--- config.mk ---
export PLATFORM = sky130hd
export DESIGN_NAME = pwm_dac_bank
export DESIGN_NICKNAME = d
export VERILOG_FILES = /design/src/rtl/pwm_dac_pkg.sv /design/src/rtl/pwm_dac_counter.sv /design/src/rtl/pwm_dac_regs.sv /design/src/rtl/pwm_dac_channel.sv /design/src/rtl/pwm_dac_bank.sv
export SDC_FILE = /design/constraint.sdc
export NUM_CORES = 1
export LEC_CHECK = 0
export ABC_AREA = 1
export BUFFER_PORTS_ARGS = -buffer_cell sky130_fd_sc_hd__buf_4
export CAP_MARGIN = 20
export CORE_ASPECT_RATIO = 0.5
export CORE_MARGIN = 4
export CORE_UTILIZATION = 39
export CTS_CLUSTER_SIZE = 8
export DETAILED_ROUTE_END_ITERATION = 10
export GPL_TIMING_DRIVEN = 0
export PLACE_DENSITY = 0.61
export SKIP_CTS_REPAIR_TIMING = 1
export SYNTH_ARGS = -nofsm -noshare
export SYNTH_HDL_FRONTEND = slang
export SYNTH_SLANG_ARGS = --single-unit
export TNS_END_PERCENT = 1
--- constraint.sdc ---
create_clock -name clk -period 2 [get_ports clk]
set_clock_uncertainty 0.1 [all_clocks]
set_input_delay 0.4 -clock clk [delete_from_list [all_inputs] [get_ports clk]]
set_output_delay 0.4 -clock clk [all_outputs]
set_load 0.02 [all_outputs]
--- src/rtl/pwm_dac_pkg.sv ---
// Shared sizes for the pulse-width DAC bank.
// Assumes: channel value = {coarse part, fine part}; the fine part's width
// equals the frame-counter width.
package pwm_dac_pkg;
    localparam int NUM_CH  = 16;
    localparam int PER_W   = 5;                 // clocks per period = 2**PER_W
    localparam int FRM_W   = 3;                 // periods per frame = 2**FRM_W
    localparam int VAL_W   = PER_W + FRM_W;     // channel value width
    localparam int IDX_W   = $clog2(NUM_CH);
endpackage

--- src/rtl/pwm_dac_counter.sv ---
// Shared free-running counter: low PER_W bits = position in period,
// high FRM_W bits = period index in frame.
// Assumes: synchronous active-low reset; no enable, it runs every clock.
module pwm_dac_counter #(
    parameter int PER_W = 5,
    parameter int FRM_W = 3
) (
    input  logic             clk,
    input  logic             rst_n,
    output logic [PER_W-1:0] per,
    output logic [FRM_W-1:0] frame
);
    localparam int CNT_W = PER_W + FRM_W;

    logic [CNT_W-1:0] cnt_q;

    // Advance the combined counter every clock; clear in reset.
    always_ff @(posedge clk) begin
        if (!rst_n) cnt_q <= '0;
        else        cnt_q <= cnt_q + 1'b1;
    end

    assign {frame, per} = cnt_q;

    // reset clears the counter
    p_reset_clear_r1: assert property (@(posedge clk)
        !rst_n |=> (cnt_q == '0));

    // period wrap advances the frame index
    p_wrap_step_r4: assert property (@(posedge clk) disable iff (!rst_n)
        (per == {PER_W{1'b1}}) |=> (per == '0 && frame == FRM_W'($past(frame) + 1'b1)));

    // inside a period the frame index holds
    p_frame_hold_r4: assert property (@(posedge clk) disable iff (!rst_n)
        (per != {PER_W{1'b1}}) |=> $stable(frame));
endmodule

--- src/rtl/pwm_dac_regs.sv ---
// Register file holding one value per channel, with a registered read port.
// Assumes: a write and a read never occur in the same cycle (wr picks one);
// values act immediately, there is no shadow copy.
module pwm_dac_regs #(
    parameter int NUM_CH = 16,
    parameter int VAL_W  = 8,
    parameter int IDX_W  = 4
) (
    input  logic                         clk,
    input  logic                         rst_n,
    input  logic                         sel,
    input  logic                         wr,
    input  logic [IDX_W-1:0]             idx,
    input  logic [VAL_W-1:0]             wdata,
    output logic [VAL_W-1:0]             rdata,
    output logic [NUM_CH-1:0][VAL_W-1:0] vals
);
    // Store write data into the addressed channel; clear all in reset.
    always_ff @(posedge clk) begin
        if (!rst_n) begin
            vals <= '0;
        end else if (sel && wr) begin
            vals[idx] <= wdata;
        end
    end

    // Capture the addressed value on a read; hold otherwise.
    always_ff @(posedge clk) begin
        if (!rst_n)            rdata <= '0;
        else if (sel && !wr)   rdata <= vals[idx];
    end

    // a selected write lands in the addressed register
    p_write_land_r2: assert property (@(posedge clk) disable iff (!rst_n)
        (sel && wr) |=> (vals[$past(idx)] == $past(wdata)));

    // without a selected write no register changes
    p_no_write_hold_r2: assert property (@(posedge clk) disable iff (!rst_n)
        !(sel && wr) |=> $stable(vals));

    // a selected read returns the addressed value next cycle
    p_read_data_r3: assert property (@(posedge clk) disable iff (!rst_n)
        (sel && !wr) |=> (rdata == $past(vals[idx])));

    // rdata holds when no read is issued
    p_read_hold_r3: assert property (@(posedge clk) disable iff (!rst_n)
        !(sel && !wr) |=> $stable(rdata));
endmodule

--- src/rtl/pwm_dac_channel.sv ---
// One output channel: coarse compare against the period position, plus a
// one-clock extension in the periods the rate multiplier selects.
// Assumes: fine-part width equals frame-counter width; output is a
// combinational function of registered inputs only.
module pwm_dac_channel #(
    parameter int PER_W = 5,
    parameter int FRM_W = 3
) (
    input  logic                   clk,
    input  logic                   rst_n,
    input  logic [PER_W+FRM_W-1:0] val,
    input  logic [PER_W-1:0]       per,
    input  logic [FRM_W-1:0]       frame,
    output logic                   out
);
    logic [PER_W-1:0] coarse;
    logic [FRM_W-1:0] fine;
    logic [FRM_W-1:0] pick;
    logic             ext;

    assign coarse = val[PER_W+FRM_W-1:FRM_W];
    assign fine   = val[FRM_W-1:0];

    // Fine bit FRM_W-1-j selects frames whose lowest set bit is j.
    for (genvar j = 0; j < FRM_W; j++) begin : g_pick
        if (j == 0) begin : g_lsb
            assign pick[j] = fine[FRM_W-1] && frame[0];
        end else begin : g_upper
            assign pick[j] = fine[FRM_W-1-j] && frame[j] && (frame[j-1:0] == '0);
        end
    end

    // Extension in this period if any multiplier bit selects it.
    always_comb begin
        ext = |pick;
    end

    // Drive high below the coarse threshold, and at it in extended periods.
    always_comb begin
        out = (per < coarse) || (ext && per == coarse);
    end

    // high below the coarse threshold
    p_high_below_r5: assert property (@(posedge clk) disable iff (!rst_n)
        (per < coarse) |-> out);

    // low above the coarse threshold
    p_low_above_r5: assert property (@(posedge clk) disable iff (!rst_n)
        (per > coarse) |-> !out);

    // zero value keeps the output low
    p_zero_low_r10: assert property (@(posedge clk) disable iff (!rst_n)
        (val == '0) |-> !out);

    // frame index 0 is never extended
    p_frame0_plain_r6: assert property (@(posedge clk) disable iff (!rst_n)
        (frame == '0 && per == coarse) |-> !out);
endmodule

--- src/rtl/pwm_dac_bank.sv ---
// Bank of pulse-width DAC channels sharing one counter and one register port.
// Assumes: synchronous active-low reset; channel i maps to index i.
module pwm_dac_bank
    import pwm_dac_pkg::*;
(
    input  logic             clk,
    input  logic             rst_n,
    input  logic             sel,
    input  logic             wr,
    input  logic [3:0]       idx,
    input  logic [7:0]       wdata,
    output logic [7:0]       rdata,
    output logic [15:0]      pwm_out
);
    logic [PER_W-1:0]             per;
    logic [FRM_W-1:0]             frame;
    logic [NUM_CH-1:0][VAL_W-1:0] vals;

    pwm_dac_counter #(.PER_W(PER_W), .FRM_W(FRM_W)) u_cnt (
        .clk   (clk),
        .rst_n (rst_n),
        .per   (per),
        .frame (frame)
    );

    pwm_dac_regs #(.NUM_CH(NUM_CH), .VAL_W(VAL_W), .IDX_W(IDX_W)) u_regs (
        .clk   (clk),
        .rst_n (rst_n),
        .sel   (sel),
        .wr    (wr),
        .idx   (idx),
        .wdata (wdata),
        .rdata (rdata),
        .vals  (vals)
    );

    for (genvar c = 0; c < NUM_CH; c++) begin : g_ch
        pwm_dac_channel #(.PER_W(PER_W), .FRM_W(FRM_W)) u_ch (
            .clk   (clk),
            .rst_n (rst_n),
            .val   (vals[c]),
            .per   (per),
            .frame (frame),
            .out   (pwm_out[c])
        );
    end

    // outputs are low in the cycle after reset
    p_reset_low_r1: assert property (@(posedge clk)
        !rst_n |=> (pwm_out == '0 && rdata == '0));
endmodule

==> results of run 1 <==
## area by class of cell
type                    count  area (µm²)
repair buffers             60         567
plain buffers              83         494
multi-input cells         925        5130
clock inverters             6        57.6
inverters                 120         460
flip-flops and latches    144        2900
clock buffers              24         492
well taps                 300         375
fillers                  2261       11300
## logic make-up after synthesis
family,Yosys count,share of synthesized area
buf+inv,204,0.104
fa+ha+maj,81,0.117
flops,144,0.332
compound gates,304,0.186
simple gates,539,0.260
xor+xnor,1,0.00101
## state kept, by name, indices dropped and copies added, names as in the netlist
name,count
u_regs.vals,128
u_regs.rdata,8
u_cnt.cnt_q,8
## placed cells by master, fill, tap and decap left out, drive strengths merged, types with 3 or more instances in the layout
cell type,count
ha,81
inv,117
a21oi,140
nand3,61
buf,116
o221ai,22
clkbuf,51
o21ai,135
nor3,4
clkinvlp,3
a31oi,3
nand4,19
dfxtp,144
clkinv,5
nor2,120
nand2,332
## metrics by stage
| step | cell area, µm² | std cells | setup WS, ps | util |
|---|---|---|---|---|
| after floorplan | 8680 | 1273 | 39.6 | - |
| after global placement | 9330 | 1610 | -778 | 0.429 |
| after detailed placement | 9390 | 1614 | -447 | 0.431 |
| after CTS | 9940 | 1644 | -905 | 0.457 |
| after global routing | 10500 | 1662 | -615 | 0.481 |
| final | 10500 | 1662 | -543 | 0.481 |
## final timing paths
| kind | from | to | slack [ps] |
|---|---|---|---|
| worst min register to register | u_cnt.cnt_q[0]$_SDFF_PN0_ | u_cnt.cnt_q[0]$_SDFF_PN0_ | 370 |
| worst min-delay path | wdata[1] | u_regs.vals[73]$_SDFFE_PN0P_ | 220 |
| worst max register to register | u_cnt.cnt_q[5]$_SDFF_PN0_ | u_cnt.cnt_q[6]$_SDFF_PN0_ | 320 |
| worst max-delay path | u_cnt.cnt_q[5]$_SDFF_PN0_ | pwm_out[5] | -540 |
## worst max-delay path, cell delays in order, from the launching register on
cell and delay [ps]:
dfxtp_2 310, buf_6 130, clkinvlp_4 170, buf_8 150
nand4_1 250, a31oi_2 310, nand2_1 80, nand2_1 80
buf_6 120
## power groups by stage
stage	sequential [mW]	combinational, mW	clock (mW)
final	2.95	1.22	3.08
after global routing	2.95	1.33	3.21
after CTS	2.96	1.12	3.08
after detailed placement	3.02	1.12	0
after global placement	3.04	1.07	0
after floorplan	3.02	0.704	0
## metal layers
metal,up-vias,wire (µm)
met4,0,545
met5,-,0
met1,4290,15900
met2,479,13600
li1,4373,-
met3,50,4080
## cell usage after synthesis (all sizes together)
| cell | n | area share |
|---|---|---|
| a21oi | 140 | 0.081 |
| a31oi | 3 | 0.0022 |
| buf | 58 | 0.041 |
| clkbuf | 26 | 0.011 |
| clkinv | 1 | 0.00043 |
| dfxtp | 144 | 0.33 |
| ha | 81 | 0.12 |
| inv | 119 | 0.052 |
| nand2 | 332 | 0.15 |
| nand3 | 61 | 0.035 |
| nand3b | 2 | 0.0017 |
| nand4 | 19 | 0.014 |
| nor2 | 120 | 0.057 |
| nor3 | 4 | 0.0023 |
| nor4 | 1 | 0.00072 |
| o211ai | 2 | 0.0017 |
| o21ai | 135 | 0.078 |
| o221ai | 22 | 0.022 |
| o22ai | 2 | 0.0014 |
| xor2 | 1 | 0.0010 |
==> impl_metrics.json, run 1 <==
{
  "p_sw_frac": 0.282,
  "clkPwrFrac": 0.425,
  "hold_depth": 3,
  "drive_above_1_share": 0.153,
  "violations": "negative setup slack",
  "whs_ps": 220,
  "initial_core_util": 0.399,
  "p_int_mw": 5.20,
  "cts_inserted_buffers": 17,
  "ys_warn_count": 0,
  "cts.clk_slew.worst_paths_ps": 60,
  "cp-end-kind": "primary output",
  "fmax_mhz": 393,
  "p_leak_nw": 4.46,
  "fp.dieW_um": 219,
  "drv_cap": 0,
  "ir_drop_mv": 0.514,
  "synthCells": 1273,
  "timing.final.ws_setup_ps": -543,
  "start_kind": "flip-flop",
  "dr.pass1.iters": 5,
  "reg2regPathDepth": 7,
  "cp.arrival_ps": 2040,
  "cts.root.buffer_cell": "clkbuf_16",
  "use_met2": 0.374,
  "timing.setup.tns_ps": -7830,
  "globalRouteMet1Util": 0.394,
  "areaGrowthSynthToFinish_pct": 20.8,
  "grtUsageTotal": 0.265,
  "synth-seq-cells": 144,
  "status": "finished, violations left",
  "cp_max_fo": 7,
  "htree_levels": 4,
  "antenna_cells": 0,
  "grt_setup_unrepaired": "yes",
  "grt_use_met3": 0.0804,
  "total_power_mw": 7.25,
  "clock-sinks": 144,
  "required_ps": 1500,
  "cts_tree": "built",
  "critPathKind": "reg2out",
  "numPortBuffers": 37,
  "min_path_type": "in2reg",
  "cts.path.max_buffers": 2,
  "routed_via_density": 5.53,
  "drt_first_iter_violations": 1066,
  "wl_per_cell_um": 20.5,
  "fp.dieH_um": 113,
  "core_mm2": 0.0218,
  "drc": 0,
  "globalplace.congestion": 0.999,
  "grt_antenna_before_repair": 1,
  "num_rows": 38,
  "gr-total-overflow": 0,
  "place_hpwl_mm": 25.1,
  "seq_power_share": 0.407,
  "grt_max_degree": 17,
  "synth.distinct_cells": 30,
  "syn_nets": 1370,
  "grt_pass1_wl_mm": 49.6,
  "drv_slew": 0,
  "via_count": 9192,
  "insertion_delay_ps": 440,
  "routed_wl_mm": 34.2,
  "switching_power_mw": 2.05,
  "setup_viol_count_final": 16,
  "worst_pin_slew_ps": 924,
  "pin_count": 40,
  "syn-cell-area_mm2": 0.00868,
  "min_period_ps": 2540,
  "avgSynthCellArea_um2": 6.82,
  "ant_nets": 0,
  "pwr-share-comb": 0.168,
  "busiest_layer": "met1",
  "cellPowerDensity_mw_per_mm2": 692,
  "grt_pass1_vias": 8435,
  "fin_crit_sh": 1.27,
  "die_area_mm2": 0.0249,
  "hold_viol_final": 0,
  "slew_headroom": 0.384,
  "finalNetCount": 1448,
  "seq_area_frac_synth": 0.332
}
No activity file was read; power rests on OpenSTA's default activity.
==> inputs of run 2 (changes only) <==
--- a/config.mk
+++ b/config.mk
@@ -14,7 +14,9 @@
 export CTS_CLUSTER_SIZE = 8
 export DETAILED_ROUTE_END_ITERATION = 10
 export GPL_TIMING_DRIVEN = 0
+export MAX_ROUTING_LAYER = met4
 export PLACE_DENSITY = 0.61
+export REMOVE_ABC_BUFFERS = 1
 export SKIP_CTS_REPAIR_TIMING = 1
 export SYNTH_ARGS = -nofsm -noshare
 export SYNTH_HDL_FRONTEND = slang
==> run 2 against run 1 <==
  * The run still ends with negative setup slack left
  * Combinational power fell by 9.8%
  * Cell count fell by 4.3%
  * Via count fell by 6.6%
  * Largest power group unchanged
  * Die area did not move
  * Sequential power barely moved
  * Core utilization fell by 1.3 points
==> impl_metrics.json, run 2 (synthesis gave the netlist of run 1 again) <==
{
  "status": "finished, violations left",
  "violations": "negative setup slack",
  "required_ps": 1500,
  "routed_via_density": 5.40,
  "grt_setup_unrepaired": "yes",
  "insertion_delay_ps": 440,
  "ant_nets": 0,
  "cp.arrival_ps": 1910,
  "grt_max_degree": 127,
  "cts.root.buffer_cell": "clkbuf_16",
  "place_hpwl_mm": 17.9,
  "cellPowerDensity_mw_per_mm2": 709,
  "drt_first_iter_violations": 799,
  "finalNetCount": 1374,
  "ir_drop_mv": 0.439,
  "fp.dieH_um": 113,
  "htree_levels": 4,
  "clock-sinks": 144,
  "cp_max_fo": 11,
  "slowest_stage": "dfxtp_4",
  "fp.dieW_um": 219,
  "initial_core_util": 0.399,
  "timing.setup.tns_ps": -7180,
  "regMostFlops": "u_regs.vals",
  "final_area_mm2": 0.0102,
  "crit_path_cell_trace": "buf_12, ha_1, a21oi_1, o221ai_2, nand2_1, buf_4",
  "drv_cap": 0,
  "cts_tree": "built",
  "crit_end": "pwm_out[0]",
  "cts.path.max_buffers": 2,
  "largest_register_ffs": 128,
  "cts_inserted_buffers": 17,
  "top_regs": "u_regs.vals x128, u_cnt.cnt_q x8, u_regs.rdata x8",
  "routed_wl_mm": 28.4,
  "min_period_ps": 2410,
  "cp-end-kind": "primary output",
  "fin_crit_sh": 1.20,
  "globalplace.congestion": 0.859,
  "hold_depth": 3,
  "timing.final.ws_setup_ps": -410,
  "slew_headroom": 0.318,
  "final_common_cell": "nand2_1",
  "hold_viol_final": 0,
  "setup_viol_count_final": 43,
  "pin_count": 40,
  "grtUsageTotal": 0.224,
  "core_mm2": 0.0218,
  "layout_common_cells": "nand2_1 (314), a21oi_1 (139), dfxtp_1 (136)",
  "drive_above_1_share": 0.136,
  "critPathKind": "reg2out",
  "areaGrowthSynthToFinish_pct": 17.5,
  "start_kind": "flip-flop",
  "min_path_type": "in2reg",
  "cts.clk_slew.worst_paths_ps": 70,
  "via_count": 8584,
  "grt_antenna_before_repair": 0,
  "drc": 0,
  "grt_pass1_vias": 7942,
  "antenna_cells": 0,
  "grt_pass1_wl_mm": 42.4,
  "worst-r2r-setup-slack_ps": 470,
  "crit_start": "u_cnt.cnt_q[4]$_SDFF_PN0_",
  "drv_slew": 0,
  "p_leak_nw": 4.26,
  "num_rows": 38,
  "placed_cell_area_mm2": 0.00895,
  "worst_pin_slew_ps": 1020,
  "gr-total-overflow": 0,
  "r2r_end": "u_cnt.cnt_q[6]$_SDFF_PN0_",
  "reg2regPathDepth": 5,
  "wl_per_cell_um": 17.8,
  "rr_startpoint": "u_cnt.cnt_q[5]$_SDFF_PN0_",
  "dr.pass1.iters": 5,
  "fmax_mhz": 415,
  "numPortBuffers": 39,
  "die_area_mm2": 0.0249,
  "slowest_delay_ps": 370,
  "nFillCells": 2204,
  "whs_ps": 287
}
## run 2: per-stage QoR
| step | worst slack, ps | cells | utilization | power (mW) |
|---|---|---|---|---|
| floorplan | -418 | 1189 | - | 3.55 |
| global placement | -1530 | 1528 | 0.409 | 3.96 |
| detailed placement | -1540 | 1531 | 0.411 | 3.99 |
| CTS | -2050 | 1563 | 0.438 | 7.14 |
| global route | -488 | 1590 | 0.468 | 7.50 |
| finish | -410 | 1590 | 0.468 | 7.23 |
## run 2: final cells by class
class,instances,area [µm²],share of cell area
tap,300,375,0.0368
clock inverter,15,156,0.0153
timing repair buffer,68,663,0.0650
sequential,144,2910,0.285
clock buffer,17,425,0.0417
inverter,120,473,0.0464
multi-input combinational,926,5200,0.510
## run 2: metal layers
metal / up-vias / wire length (µm) / GRT usage
li1: 4219 / - / -
met1: 4024 / 13200 / 0.297
met2: 298 / 12700 / 0.359
met3: 43 / 1950 / 0.0405
met4: 0 / 518 / 0.0576
met5: - / 0 / -
## run 2: where the power goes
group	switching (mW)	internal, mW	total [mW]	leakage (nW)
registers	0.0308	2.91	2.94	1.17
logic	0.701	0.396	1.10	2.81
clock network	1.44	1.76	3.20	0.281
total	2.17	5.06	7.23	4.26
## run 2: how the worst min path moves through the flow
| stage | slack [ps] | endpoint | startpoint |
|---|---|---|---|
| finish | 290 | u_regs.vals[1]$_SDFFE_PN0P_ | wdata[1] |
| global route | 280 | u_regs.vals[1]$_SDFFE_PN0P_ | wdata[1] |
| detailed placement | 350 | u_cnt.cnt_q[0]$_SDFF_PN0_ | u_cnt.cnt_q[0]$_SDFF_PN0_ |
| CTS | 270 | u_regs.vals[17]$_SDFFE_PN0P_ | wdata[1] |
| floorplan | 330 | u_cnt.cnt_q[0]$_SDFF_PN0_ | u_cnt.cnt_q[0]$_SDFF_PN0_ |
| global placement | 340 | u_cnt.cnt_q[0]$_SDFF_PN0_ | u_cnt.cnt_q[0]$_SDFF_PN0_ |
## run 2: worst max-delay path, delay by kind of cell, from the launching register on
| kind | cells | cell delay [ps] |
|---|---|---|
| flops | 1 | 370 |
| compound gates | 2 | 370 |
| fa+ha+maj | 1 | 330 |
| buf+inv | 2 | 300 |
| simple gates | 1 | 100 |
==> inputs of run 3 (changes only) <==
==> constraint.sdc (replaced) <==
create_clock -name clk -period 2 [get_ports clk]
set_clock_uncertainty 0.1 [all_clocks]
set_input_delay 0.1 -clock clk [delete_from_list [all_inputs] [get_ports clk]]
set_output_delay 0.1 -clock clk [all_outputs]
set_load 0.02 [all_outputs]
==> run 3 against run 2 <==
  * The flow still finishes with violations (negative setup slack)
  * Non-clock buffer count is 1 higher
  * Total power is 0.21% higher
  * Cell area hardly changed
  * Largest cell class unchanged
==> impl_metrics.json, run 3 (synthesis gave the netlist of run 1 again) <==
{
  "status": "finished, violations left",
  "violations": "negative setup slack",
  "p_leak_nw": 4.27,
  "ant_nets": 0,
  "cts.clk_slew.worst_paths_ps": 70,
  "num_rows": 38,
  "grt_max_degree": 127,
  "critPathKind": "reg2out",
  "placed_cells": 1531,
  "antenna_cells": 0,
  "drc": 0,
  "wl_met3_mm": 1.95,
  "final_common_cell": "nand2_1",
  "slew_headroom": 0.309,
  "grt_pass1_vias": 7942,
  "routed_wl_mm": 28.5,
  "cts.path.max_buffers": 2,
  "cts.root.buffer_cell": "clkbuf_16",
  "worst_pin_slew_ps": 1030,
  "hold_viol_final": 0,
  "cp_max_fo": 11,
  "place_hpwl_mm": 17.9,
  "hold_end": "u_regs.vals[107]$_SDFFE_PN0P_",
  "reg2regPathDepth": 5,
  "required_ps": 1800,
  "drv_slew": 0,
  "clock-sinks": 144,
  "timing.final.ws_setup_ps": -115,
  "globalplace.congestion": 0.859,
  "grtUsageTotal": 0.224,
  "finalNetCount": 1375,
  "gr-total-overflow": 0,
  "dr.pass1.iters": 5,
  "rr_startpoint": "u_cnt.cnt_q[5]$_SDFF_PN0_",
  "insertion_delay_ps": 440,
  "min-delay-start": "wdata[3]",
  "cp-end-kind": "primary output",
  "final_util": 0.469,
  "fin_crit_sh": 1.06,
  "fmax_mhz": 473,
  "met2_length_mm": 12.7,
  "m1WireLength_mm": 13.3,
  "areaGrowthSynthToFinish_pct": 17.5,
  "initial_core_util": 0.399,
  "topRoutingLayerUsed": "met4",
  "grt_pass1_wl_mm": 42.4,
  "layout_common_cells": "nand2_1 (314), a21oi_1 (139), dfxtp_1 (136)",
  "via_count": 8624,
  "cellPowerDensity_mw_per_mm2": 710,
  "fp.dieW_um": 219,
  "top_regs": "u_regs.vals x128, u_cnt.cnt_q x8, u_regs.rdata x8",
  "grt_antenna_before_repair": 0,
  "htree_levels": 4,
  "cp.arrival_ps": 1910,
  "drt_first_iter_violations": 769,
  "ir_drop_mv": 0.439,
  "setup_viol_count_final": 16,
  "grt_setup_unrepaired": "yes",
  "start_kind": "flip-flop",
  "min_period_ps": 2110,
  "hold_depth": 3,
  "worst-r2r-setup-slack_ps": 460,
  "pin_count": 40,
  "die_area_mm2": 0.0249,
  "layoutNonFillerInstCount": 1591,
  "largest_register_ffs": 128,
  "whs_ps": 0.859,
  "regMostFlops": "u_regs.vals",
  "numPortBuffers": 39,
  "wl_per_cell_um": 17.9,
  "routed_via_density": 5.42,
  "min_path_type": "in2reg",
  "cts_inserted_buffers": 17,
  "drive_above_1_share": 0.136,
  "fp.dieH_um": 113,
  "total_power_mw": 7.25,
  "drv_cap": 0,
  "core_mm2": 0.0218,
  "cts_tree": "built",
  "r2r_end": "u_cnt.cnt_q[6]$_SDFF_PN0_"
}
run 3: cell count changes in the layout (fill, tap and decap cells not counted):
cell / before / now
inv_6: 1 / 2
dlygate4sd3_1: 0 / 1
inv_8: 5 / 4
clkinvlp_4: 6 / 5
clkinv_1: 0 / 1
run 3: layout make-up:
class | count | area [µm²]
timing repair buffer | 69 | 673
sequential | 144 | 2910
multi-input combinational | 926 | 5200
tap | 300 | 375
fill | 2203 | 11600
clock buffer | 17 | 425
clock inverter | 15 | 156
inverter | 120 | 467
run 3: worst max-delay path, cell delays in order (launching register included):
cell	delay, ps
dfxtp_4	370
buf_12	160
ha_1	330
a21oi_1	230
o221ai_2	140
nand2_1	100
buf_4	140
run 3: metrics by stage:
step	worst slack (ps)	area, µm²	setup TNS, ps
2_1_floorplan	-118	8230	-118
3_3_place_gp	-1230	8900	-51010
3_5_place_dp	-1240	8950	-52910
4_1_cts	-1750	9540	-25560
5_1_grt	-191	10200	-2200
6_report	-115	10200	-1370
run 3: power by group:
group / switching (mW) / total (mW) / internal [mW] / leakage, nW
registers: 0.0308 / 2.94 / 2.91 / 1.17
logic: 0.702 / 1.10 / 0.397 / 2.82
clock network: 1.45 / 3.21 / 1.76 / 0.281
total: 2.19 / 7.25 / 5.06 / 4.27
run 3: worst max path at each step:
stage	slack (ps)	endpoint	from	depth (start not counted)
3_3_place_gp	-1230	pwm_out[1]	u_cnt.cnt_q[5]$_SDFF_PN0_	6
3_5_place_dp	-1240	pwm_out[1]	u_cnt.cnt_q[5]$_SDFF_PN0_	6
4_1_cts	-1750	pwm_out[14]	u_cnt.cnt_q[5]$_SDFF_PN0_	6
5_1_grt	-190	pwm_out[10]	u_cnt.cnt_q[4]$_SDFF_PN0_	6
2_1_floorplan	-120	pwm_out[2]	u_cnt.cnt_q[5]$_SDFF_PN0_	5
6_report	-110	pwm_out[0]	u_cnt.cnt_q[4]$_SDFF_PN0_	6
run 3: per-layer routing:
layer  up-vias  track usage
li1       4216            -
met1      4068        0.297
met2       302        0.359
met3        38       0.0405
met4         0       0.0576
met5         -            -
